==> src/rtl/brom_pkg.sv <==
package brom_pkg;

    localparam logic [31:0] UNLOCK_KEY = 32'h5352_4F4D;
    localparam logic [31:0] ERASE_KEY  = 32'h5A65_726F;

    localparam logic [1:0] HSEL_CSR = 2'd0;
    localparam logic [1:0] HSEL_D0  = 2'd1;
    localparam logic [1:0] HSEL_D1  = 2'd2;

    localparam logic [2:0] RES_NONE   = 3'd0;
    localparam logic [2:0] RES_OK     = 3'd1;
    localparam logic [2:0] RES_LOCKED = 3'd2;

    localparam int CB_EN    = 0;
    localparam int CB_ERASE = 1;

    typedef enum logic [1:0] {
        ROP_READ  = 2'd0,
        ROP_WRITE = 2'd1,
        ROP_ERASE = 2'd2
    } rop_e;

    typedef struct packed {
        logic        valid;
        logic        slot;
        logic        is_get;
        logic        is_erase;
        logic [31:0] rdata;
    } fin_t;

    function automatic logic [15:0] csr_pack(
        input logic       present,
        input logic [1:0] get_p,
        input logic [1:0] set_p,
        input logic [2:0] res,
        input logic       erase_busy,
        input logic       en
    );
        return {present, 3'b000, get_p, set_p, 1'b0, res, 2'b00, erase_busy, en};
    endfunction

endpackage

==> src/rtl/brom_host_regs.sv <==
module brom_host_regs
    import brom_pkg::*;
(
    input  logic             clk,
    input  logic             rst,
    input  logic             host_we,
    input  logic [1:0]       host_wsel,
    input  logic [31:0]      host_wdata,
    input  logic [1:0]       host_rsel,
    output logic [31:0]      host_rdata,
    input  logic             rom_present,
    input  fin_t             fin,
    output logic             sess_en,
    output logic [1:0]       get_pend,
    output logic [1:0]       set_pend,
    output logic             erase_pend,
    output logic [1:0][31:0] mbox,
    output logic [2:0]       res_code
);

    logic             en_q, en_d;
    logic             erase_q, erase_d;
    logic             seen_q, seen_d;
    logic [2:0]       res_q, res_d;
    logic [1:0]       get_q, get_d;
    logic [1:0]       set_q, set_d;
    logic [1:0][31:0] data_q, data_d;
    logic             csr_wr;

    assign csr_wr = host_we && (host_wsel == HSEL_CSR);

    always_comb begin
        en_d    = en_q;
        erase_d = erase_q;
        seen_d  = seen_q;
        res_d   = res_q;
        get_d   = get_q;
        set_d   = set_q;
        data_d  = data_q;

        if (host_we && host_wsel == HSEL_D0) data_d[0] = host_wdata;
        if (host_we && host_wsel == HSEL_D1) data_d[1] = host_wdata;

        if (fin.valid) begin
            if (fin.is_erase) begin
                erase_d = 1'b0;
            end else begin
                seen_d = 1'b1;
                if (fin.is_get) begin
                    get_d[fin.slot]  = 1'b0;
                    data_d[fin.slot] = fin.rdata;
                end else begin
                    set_d[fin.slot] = 1'b0;
                end
            end
        end

        if (csr_wr) begin
            if (en_q) begin
                if (!host_wdata[CB_EN]) begin
                    en_d  = 1'b0;
                    res_d = seen_d ? RES_OK : RES_NONE;
                    get_d = 2'b00;
                    set_d = 2'b00;
                end else begin
                    get_d = get_d | host_wdata[11:10];
                    set_d = set_d | host_wdata[9:8];
                end
            end else if (!erase_q) begin
                if (host_wdata[CB_EN]) begin
                    if (data_q[0] == UNLOCK_KEY) begin
                        en_d   = 1'b1;
                        res_d  = RES_NONE;
                        seen_d = 1'b0;
                    end else begin
                        res_d = RES_LOCKED;
                    end
                end else if (host_wdata[CB_ERASE] && data_q[0] == ERASE_KEY) begin
                    erase_d = 1'b1;
                end
            end
        end
    end

    always_ff @(posedge clk) begin
        if (rst) begin
            en_q    <= 1'b0;
            erase_q <= 1'b0;
            seen_q  <= 1'b0;
            res_q   <= RES_NONE;
            get_q   <= 2'b00;
            set_q   <= 2'b00;
            data_q  <= '0;
        end else begin
            en_q    <= en_d;
            erase_q <= erase_d;
            seen_q  <= seen_d;
            res_q   <= res_d;
            get_q   <= get_d;
            set_q   <= set_d;
            data_q  <= data_d;
        end
    end

    always_comb begin
        case (host_rsel)
            HSEL_CSR: host_rdata = {16'h0000,
                                    csr_pack(rom_present, get_q, set_q, res_q, erase_q, en_q)};
            HSEL_D0:  host_rdata = data_q[0];
            HSEL_D1:  host_rdata = data_q[1];
            default:  host_rdata = 32'h0000_0000;
        endcase
    end

    assign sess_en    = en_q;
    assign get_pend   = get_q;
    assign set_pend   = set_q;
    assign erase_pend = erase_q;
    assign mbox       = data_q;
    assign res_code   = res_q;

endmodule

==> src/rtl/brom_rom_seq.sv <==
module brom_rom_seq
    import brom_pkg::*;
#(
    parameter int ADDR_W = 16
) (
    input  logic              clk,
    input  logic              rst,
    input  logic              sess_en,
    input  logic [1:0]        get_pend,
    input  logic [1:0]        set_pend,
    input  logic              erase_pend,
    input  logic [1:0][31:0]  mbox,
    output logic              rom_req,
    output logic [1:0]        rom_cmd,
    output logic [ADDR_W-1:0] rom_addr,
    output logic [31:0]       rom_wdata,
    input  logic              rom_ack,
    input  logic [31:0]       rom_rdata,
    output fin_t              fin
);

    logic              busy_q;
    rop_e              cmd_q;
    logic              slot_q;
    logic              turn_q;
    logic [ADDR_W-1:0] addr_q;
    logic [31:0]       wdata_q;
    logic              turn_get, turn_set;

    assign turn_get = get_pend[turn_q];
    assign turn_set = set_pend[turn_q];

    always_ff @(posedge clk) begin
        if (rst) begin
            busy_q  <= 1'b0;
            cmd_q   <= ROP_READ;
            slot_q  <= 1'b0;
            turn_q  <= 1'b0;
            addr_q  <= '0;
            wdata_q <= '0;
        end else if (busy_q) begin
            if (rom_ack) begin
                busy_q <= 1'b0;
                if (cmd_q != ROP_ERASE && sess_en) begin
                    addr_q <= addr_q + 1'b1;
                    turn_q <= ~turn_q;
                end
            end
        end else begin
            if (!sess_en) begin
                addr_q <= '0;
                turn_q <= 1'b0;
            end
            if (erase_pend) begin
                busy_q <= 1'b1;
                cmd_q  <= ROP_ERASE;
            end else if (sess_en && (turn_get || turn_set)) begin
                busy_q  <= 1'b1;
                cmd_q   <= turn_get ? ROP_READ : ROP_WRITE;
                slot_q  <= turn_q;
                wdata_q <= mbox[turn_q];
            end
        end
    end

    assign rom_req   = busy_q;
    assign rom_cmd   = cmd_q;
    assign rom_addr  = addr_q;
    assign rom_wdata = wdata_q;

    assign fin.valid    = busy_q && rom_ack;
    assign fin.slot     = slot_q;
    assign fin.is_get   = (cmd_q == ROP_READ);
    assign fin.is_erase = (cmd_q == ROP_ERASE);
    assign fin.rdata    = rom_rdata;

endmodule

==> src/rtl/brom_access_engine.sv <==
module brom_access_engine
    import brom_pkg::*;
#(
    parameter int ADDR_W = 16
) (
    input  logic              clk,
    input  logic              rst,
    input  logic              host_we,
    input  logic [1:0]        host_wsel,
    input  logic [31:0]       host_wdata,
    input  logic [1:0]        host_rsel,
    output logic [31:0]       host_rdata,
    input  logic              rom_present,
    output logic              rom_req,
    output logic [1:0]        rom_cmd,
    output logic [ADDR_W-1:0] rom_addr,
    output logic [31:0]       rom_wdata,
    input  logic              rom_ack,
    input  logic [31:0]       rom_rdata
);

    fin_t             fin;
    logic             sess_en;
    logic [1:0]       get_pend, set_pend;
    logic             erase_pend;
    logic [1:0][31:0] mbox;
    logic [2:0]       res_code;

    brom_host_regs u_regs (
        .clk        (clk),
        .rst        (rst),
        .host_we    (host_we),
        .host_wsel  (host_wsel),
        .host_wdata (host_wdata),
        .host_rsel  (host_rsel),
        .host_rdata (host_rdata),
        .rom_present(rom_present),
        .fin        (fin),
        .sess_en    (sess_en),
        .get_pend   (get_pend),
        .set_pend   (set_pend),
        .erase_pend (erase_pend),
        .mbox       (mbox),
        .res_code   (res_code)
    );

    brom_rom_seq #(.ADDR_W(ADDR_W)) u_seq (
        .clk       (clk),
        .rst       (rst),
        .sess_en   (sess_en),
        .get_pend  (get_pend),
        .set_pend  (set_pend),
        .erase_pend(erase_pend),
        .mbox      (mbox),
        .rom_req   (rom_req),
        .rom_cmd   (rom_cmd),
        .rom_addr  (rom_addr),
        .rom_wdata (rom_wdata),
        .rom_ack   (rom_ack),
        .rom_rdata (rom_rdata),
        .fin       (fin)
    );

endmodule

==> config.mk <==
export PLATFORM = sky130hd
export DESIGN_NAME = brom_access_engine
export DESIGN_NICKNAME = d
export VERILOG_FILES = /design/src/rtl/brom_pkg.sv /design/src/rtl/brom_host_regs.sv /design/src/rtl/brom_rom_seq.sv /design/src/rtl/brom_access_engine.sv
export SDC_FILE = /design/constraint.sdc
export NUM_CORES = 1
export LEC_CHECK = 0
export BUFFER_PORTS_ARGS = -buffer_cell sky130_fd_sc_hd__buf_2
export CAP_MARGIN = 20
export CORE_UTILIZATION = 54
export DETAILED_ROUTE_END_ITERATION = 8
export HOLD_SLACK_MARGIN = 0.1
export PLACE_DENSITY_LB_ADDON = 0.2
export SYNTH_ARGS = -nofsm -noshare
export SYNTH_HDL_FRONTEND = slang
export SYNTH_SLANG_ARGS = --single-unit
==> constraint.sdc <==
create_clock -name clk -period 1.9 [get_ports clk]
set_input_delay 0.095 -clock clk [delete_from_list [all_inputs] [get_ports clk]]
set_output_delay 0.095 -clock clk [all_outputs]
set_load 0.03 [all_outputs]
==> results of run 1 <==
through the flow:
step / setup WS, ps / hold WS [ps]
floorplan: 101 / 231
global placement: 200 / 380
detailed placement: 166 / 382
CTS: 127 / 125
global route: 24.9 / 160
finish: 77.6 / 135
worst reg2reg max path: stages (launching register included):
cell     delay (ps)
dfxtp_1         380
or4bb_1         530
nor4_1          400
and4_1          280
nor3_1           50
state kept, by name (all words and copies together), names as in the netlist:
register           flops
u_regs.mbox           64
u_seq.rom_wdata       32
u_seq.rom_addr        16
u_regs.get_pend        2
u_regs.res_code        2
u_regs.set_pend        2
u_seq.rom_cmd          2
u_regs.erase_pend      1
u_regs.seen_q          1
u_regs.sess_en         1
u_seq.rom_req          1
u_seq.slot_q           1
u_seq.turn_q           1
synth_stat cells, types with 4 or more instances:
library cell  count  area share
dfxtp_1         126        0.40
buf_2            17       0.014
nand4b_1          4      0.0056
a22o_1           23       0.032
nand4_1           5      0.0050
buf_6             4      0.0072
or3_1            10       0.010
clkbuf_1         29       0.017
a211oi_1         97        0.12
mux2i_1         112        0.18
o21ai_0          18       0.014
nand3_1           5      0.0040
nor2_1          109       0.066
a21oi_1          18       0.014
nor4_1            6      0.0060
inv_1             7      0.0042
buf_1             7      0.0042
nand2_1          25       0.015
nand3b_1          7      0.0084
cell type report:
type,instances,area (um^2),area share
Clock buffer,21,470,0.0556
Clock inverter,11,115,0.0136
Timing Repair Buffer,247,1720,0.203
Multi-Input combinational cell,493,3440,0.406
Tap cell,140,175,0.0207
Inverter,7,26.3,0.00310
Sequential cell,126,2520,0.298
timing repair:
action | 4_1_cts | 5_1_grt
setup endpoints to repair | 0 | 5
hold buffers | 64 | 0
hold endpoints to repair | 68 | 0
resized for setup | 0 | 3
power groups by stage:
stage	Combinational [mW]	Sequential, mW	Clock [mW]
after floorplan	0.248	2.78	0
after global placement	0.440	2.79	0
after detailed placement	0.447	2.79	0
after CTS	0.552	2.74	3.22
after global routing	0.600	2.74	3.36
final	0.567	2.74	3.20
kinds of logic (layout without fill, tap and decap cells):
| family | count (synthesis) | count (layout) |
|---|---|---|
| muxes | 112 | 112 |
| AOI/OAI and AO/OA | 171 | 171 |
| and+or+nand+nor | 209 | 209 |
| adders and majority gates | 1 | 1 |
| DFF | 126 | 126 |
| buffers and inverters | 65 | 286 |
path summary, 6_finish.rpt:
kind / depth (start not counted) / start / endpoint / slack (ps)
worst min register to register: 2 / u_regs.res_code[0]$_SDFFE_PP0P_ / u_regs.res_code[0]$_SDFFE_PP0P_ / 490
worst min-delay path: 4 / host_wsel[0] / u_regs.sess_en$_SDFFE_PP0P_ / 140
worst max register to register: 4 / u_regs.mbox[3]$_SDFF_PP0_ / u_regs.seen_q$_SDFF_PP0_ / 110
worst max-delay path: 3 / u_regs.sess_en$_SDFFE_PP0P_ / host_rdata[0] / 80
metal layers:
layer  GRT usage  up-vias  part of all wire
li1            -     2965                 -
met1       0.424     3045              0.41
met2       0.568      334              0.49
met3      0.0664       41             0.083
met4       0.117        0             0.020
met5           0        -                 0
==> results.json, run 1 <==
{
  "drt-initial-drc-count": 602,
  "switching_share": 0.233,
  "wire_per_inst_um": 18.8,
  "fin_cells": 1045,
  "via_per_inst": 6.11,
  "worst-slew-pin-transition_ps": 701,
  "numCtsBuffers": 17,
  "synthXorXnorAreaFrac": 0,
  "irDropWorstVdd_mv": 0.635,
  "core_area_mm2": 0.0110,
  "cp-end-kind": "primary output",
  "antennaDiodeCount": 0,
  "async_flop_share": 0,
  "synth_edf_count": 0,
  "ys.warnings.count": 0,
  "mostFrequentLayoutCells": "buf_2 (154), dfxtp_1 (125), mux2i_1 (112)",
  "finClkSkew_ps": 8.74,
  "dieArea_mm2": 0.0120,
  "synthMuxAreaShare": 0.180,
  "yosysSeqAreaShare": 0.405,
  "cts_root_buf": "clkbuf_16",
  "slew_headroom": 0.533,
  "fin_crit_ps": 1820,
  "netlist_area_mm2": 0.00623,
  "synth_top_family_by_area": "compound AO/OA/AOI/OAI gates",
  "htreeDepth": 4,
  "fmax_mhz": 549,
  "totalWireLength_um": 19700,
  "post_cts_buffers": 0,
  "start_kind": "flip-flop",
  "ctsLongestPathBuffers": 2,
  "post-dp-hpwl_um": 12500,
  "ys_types": 48,
  "cap_violations": 0,
  "required_ps": 1800,
  "power.share.clock": 0.492,
  "critPathMaxFanout": 14,
  "io_pins": 156,
  "synth_fa_ha_area_frac": 0.00201,
  "syn_area_per_cell_um2": 9.11,
  "cp_cell_sequence": "mux2i_1, o21ai_0, buf_2",
  "min_period_over_period": 0.959,
  "fin_util": 0.767,
  "drive_above_1_share": 0.255,
  "critical_path_class": "reg -> out",
  "fillers": 791,
  "vias": 6385,
  "slowest_delay_ps": 630,
  "finalHoldViolCount": 0,
  "synth-compound-area-share": 0.197,
  "place_inst": 949,
  "clk_pin_slew_ps": 60,
  "drcViolationCount": 0,
  "postPlaceCellArea_mm2": 0.00722,
  "place.gp.congestion": 0.878,
  "netSwitchingPower_mw": 1.52,
  "antenna_found_initial": 0,
  "finalSetupViolations": 0,
  "report.final.slew_viol_count": 0,
  "io_buffers": 155,
  "power_mw": 6.51,
  "grt_first_pass_wirelength_um": 30800,
  "rsz0062_at_grt": "no",
  "syn_inst": 684,
  "static-leakage-power_nw": 3.65,
  "syn-num-nets": 758,
  "synthSimpleGateAreaFrac": 0.168,
  "rows": 38,
  "syn2layout_area_growth_pct": 35.8,
  "cp_slowest_cell": "dfxtp_1",
  "worst_ep_arrival_time_ps": 1730,
  "grt_overflow": 0,
  "tritoncts": "yes",
  "pwr-share-seq": 0.421,
  "pwr-share-comb": 0.087,
  "synth_ff_type": "dfxtp_1",
  "crit_buf_inv": 1,
  "outcome": "finished, final reports clean",
  "clock_latency_ps": 410,
  "ys_ff_latch": 126,
  "grt_pass1_vias": 6085,
  "drtAntennaViolNets": 0,
  "p_int_mw": 4.99,
  "cts.sinks": 126,
  "design_area_mm2": 0.00846,
  "hold_path_class": "in -> reg",
  "grt_use_total": 0.336,
  "final_common_cell": "buf_2",
  "start_util": 0.565,
  "grt_start_max_net_pins": 64,
  "critPathTopFamily": "flip-flops",
  "die_h_um": 109,
  "drt_first_pass_iters": 5,
  "layout.nets": 966,
  "p_per_area_mw_per_mm2": 769,
  "die_w_um": 109,
  "setup_tns_ps": 0
}
Note: power is estimated with default switching activity, not from simulation.
==> inputs of run 2 (changes only) <==
Settings changed: CORE_MARGIN set to 1.5.
==> run 2 against run 1 <==
  * Sequential power about the same
  * Cell count increased by 1.2%
  * Via count increased by 0.77%
  * Non-clock buffer count increased by 10
  * Hold slack improved by 5.5 ps
  * Global-route usage decreased by 1.2 points
  * Largest cell class unchanged
==> results.json, run 2 (synthesized netlist as in run 1, its figures left out) <==
{
  "drive_above_1_share": 0.264,
  "io_buffers": 155,
  "irDropWorstVdd_mv": 0.563,
  "cp-end-kind": "flip-flop",
  "critPathMaxFanout": 21,
  "pre_cts_ws_ps": 103,
  "worst_ep_arrival_time_ps": 2140,
  "place.gp.congestion": 0.880,
  "slew_headroom": 0.535,
  "mostFrequentLayoutCells": "buf_2 (154), dfxtp_1 (125), mux2i_1 (112)",
  "drt-initial-drc-count": 469,
  "grt_first_pass_wirelength_um": 31500,
  "core_area_mm2": 0.0113,
  "fin_crit_ps": 1780,
  "static-leakage-power_nw": 3.74,
  "layout_setup_ws_ps": 121,
  "multi_input_area_mm2": 0.00345,
  "cts_root_buf": "clkbuf_16",
  "antennaDiodeCount": 0,
  "cap_violations": 0,
  "p_per_area_mw_per_mm2": 800,
  "clock_latency_ps": 430,
  "regArea_mm2": 0.00252,
  "syn2layout_area_growth_pct": 38.5,
  "postPlaceCellArea_mm2": 0.00730,
  "design_area_mm2": 0.00863,
  "rsz0062_at_grt": "no",
  "critical_path_class": "reg -> reg",
  "drt_first_pass_iters": 5,
  "hold_path_class": "in -> reg",
  "finalHoldViolCount": 0,
  "required_ps": 2270,
  "die_w_um": 110,
  "worst-slew-pin-transition_ps": 698,
  "die_h_um": 110,
  "vias": 6434,
  "numCtsBuffers": 17,
  "final_common_cell": "buf_2",
  "fillers": 809,
  "grt_pass1_vias": 6226,
  "io_pins": 156,
  "start_util": 0.551,
  "dieArea_mm2": 0.0122,
  "ctsLongestPathBuffers": 2,
  "setup_tns_ps": 0,
  "largest_register_ffs": 64,
  "finalSetupViolations": 0,
  "drcViolationCount": 0,
  "start_kind": "flip-flop",
  "grt_use_total": 0.324,
  "tritoncts": "yes",
  "htreeDepth": 4,
  "antenna_found_initial": 0,
  "post-dp-hpwl_um": 12800,
  "finClkSkew_ps": 7.58,
  "grt_overflow": 0,
  "wire_per_inst_um": 18.8,
  "grt_start_max_net_pins": 64,
  "totalWireLength_um": 19900,
  "cts.sinks": 126,
  "via_per_inst": 6.08,
  "clk_pin_slew_ps": 50,
  "fmax_mhz": 562,
  "rows": 39,
  "layout.nets": 976,
  "outcome": "finished, final reports clean",
  "drtAntennaViolNets": 0,
  "min_period_over_period": 0.936,
  "report.final.slew_viol_count": 0
}
run 2: worst paths after layout:
path	start	end	slack, ps	depth (start not counted)
setup / recovery	u_seq.rom_req$_SDFF_PP0_	u_regs.mbox[5]$_SDFF_PP0_	120	5
hold / removal	rom_ack	u_regs.erase_pend$_SDFF_PP0_	140	4
setup reg to reg	u_seq.rom_req$_SDFF_PP0_	u_regs.mbox[5]$_SDFF_PP0_	120	5
hold reg to reg	u_seq.rom_addr[14]$_SDFFE_PP0P_	u_seq.rom_addr[14]$_SDFFE_PP0P_	490	2
run 2: what timing repair did:
| item | CTS | global route |
|---|---|---|
| setup endpoints to repair | 0 | 7 |
| buffers inserted | 0 | 0 |
| hold endpoints to repair | 67 | 0 |
| resized for setup | 0 | 5 |
| hold buffers | 64 | 0 |
run 2: final cells by class:
type | instances | share of cell area
Inverter | 7 | 0.00304
Clock inverter | 11 | 0.0216
Timing Repair Buffer | 257 | 0.208
Sequential cell | 126 | 0.292
Multi-Input combinational cell | 493 | 0.400
Clock buffer | 21 | 0.0545
Tap cell | 143 | 0.0207
run 2: stage by stage:
stage          utilization  power, mW  instances  hold slack [ps]
2_1_floorplan            -       3.03        684              231
3_3_place_gp         0.645       3.23        962              371
3_5_place_dp         0.645       3.24        962              376
4_1_cts              0.760       6.90       1058              114
5_1_grt              0.762       7.07       1058              135
6_report             0.762       6.91       1058              141
run 2: worst max-delay path, stage by stage, from the launching register on:
cell	delay, ps
dfxtp_1	330
and2_1	390
nand3b_1	250
buf_4	280
a211oi_1	280
buf_4	180
run 2: power by group:
group | internal (mW) | switching, mW
combinational | 0.280 | 0.292
sequential | 2.69 | 0.0445
clock | 2.42 | 1.18
total | 5.39 | 1.51
run 2: layer usage:
layer	GRT usage	routed length (um)	vias to the layer above
met5	0	0	-
met3	0.0757	1450	61
li1	-	-	2981
met2	0.536	9610	309
met4	0.150	637	0
met1	0.400	8160	3083
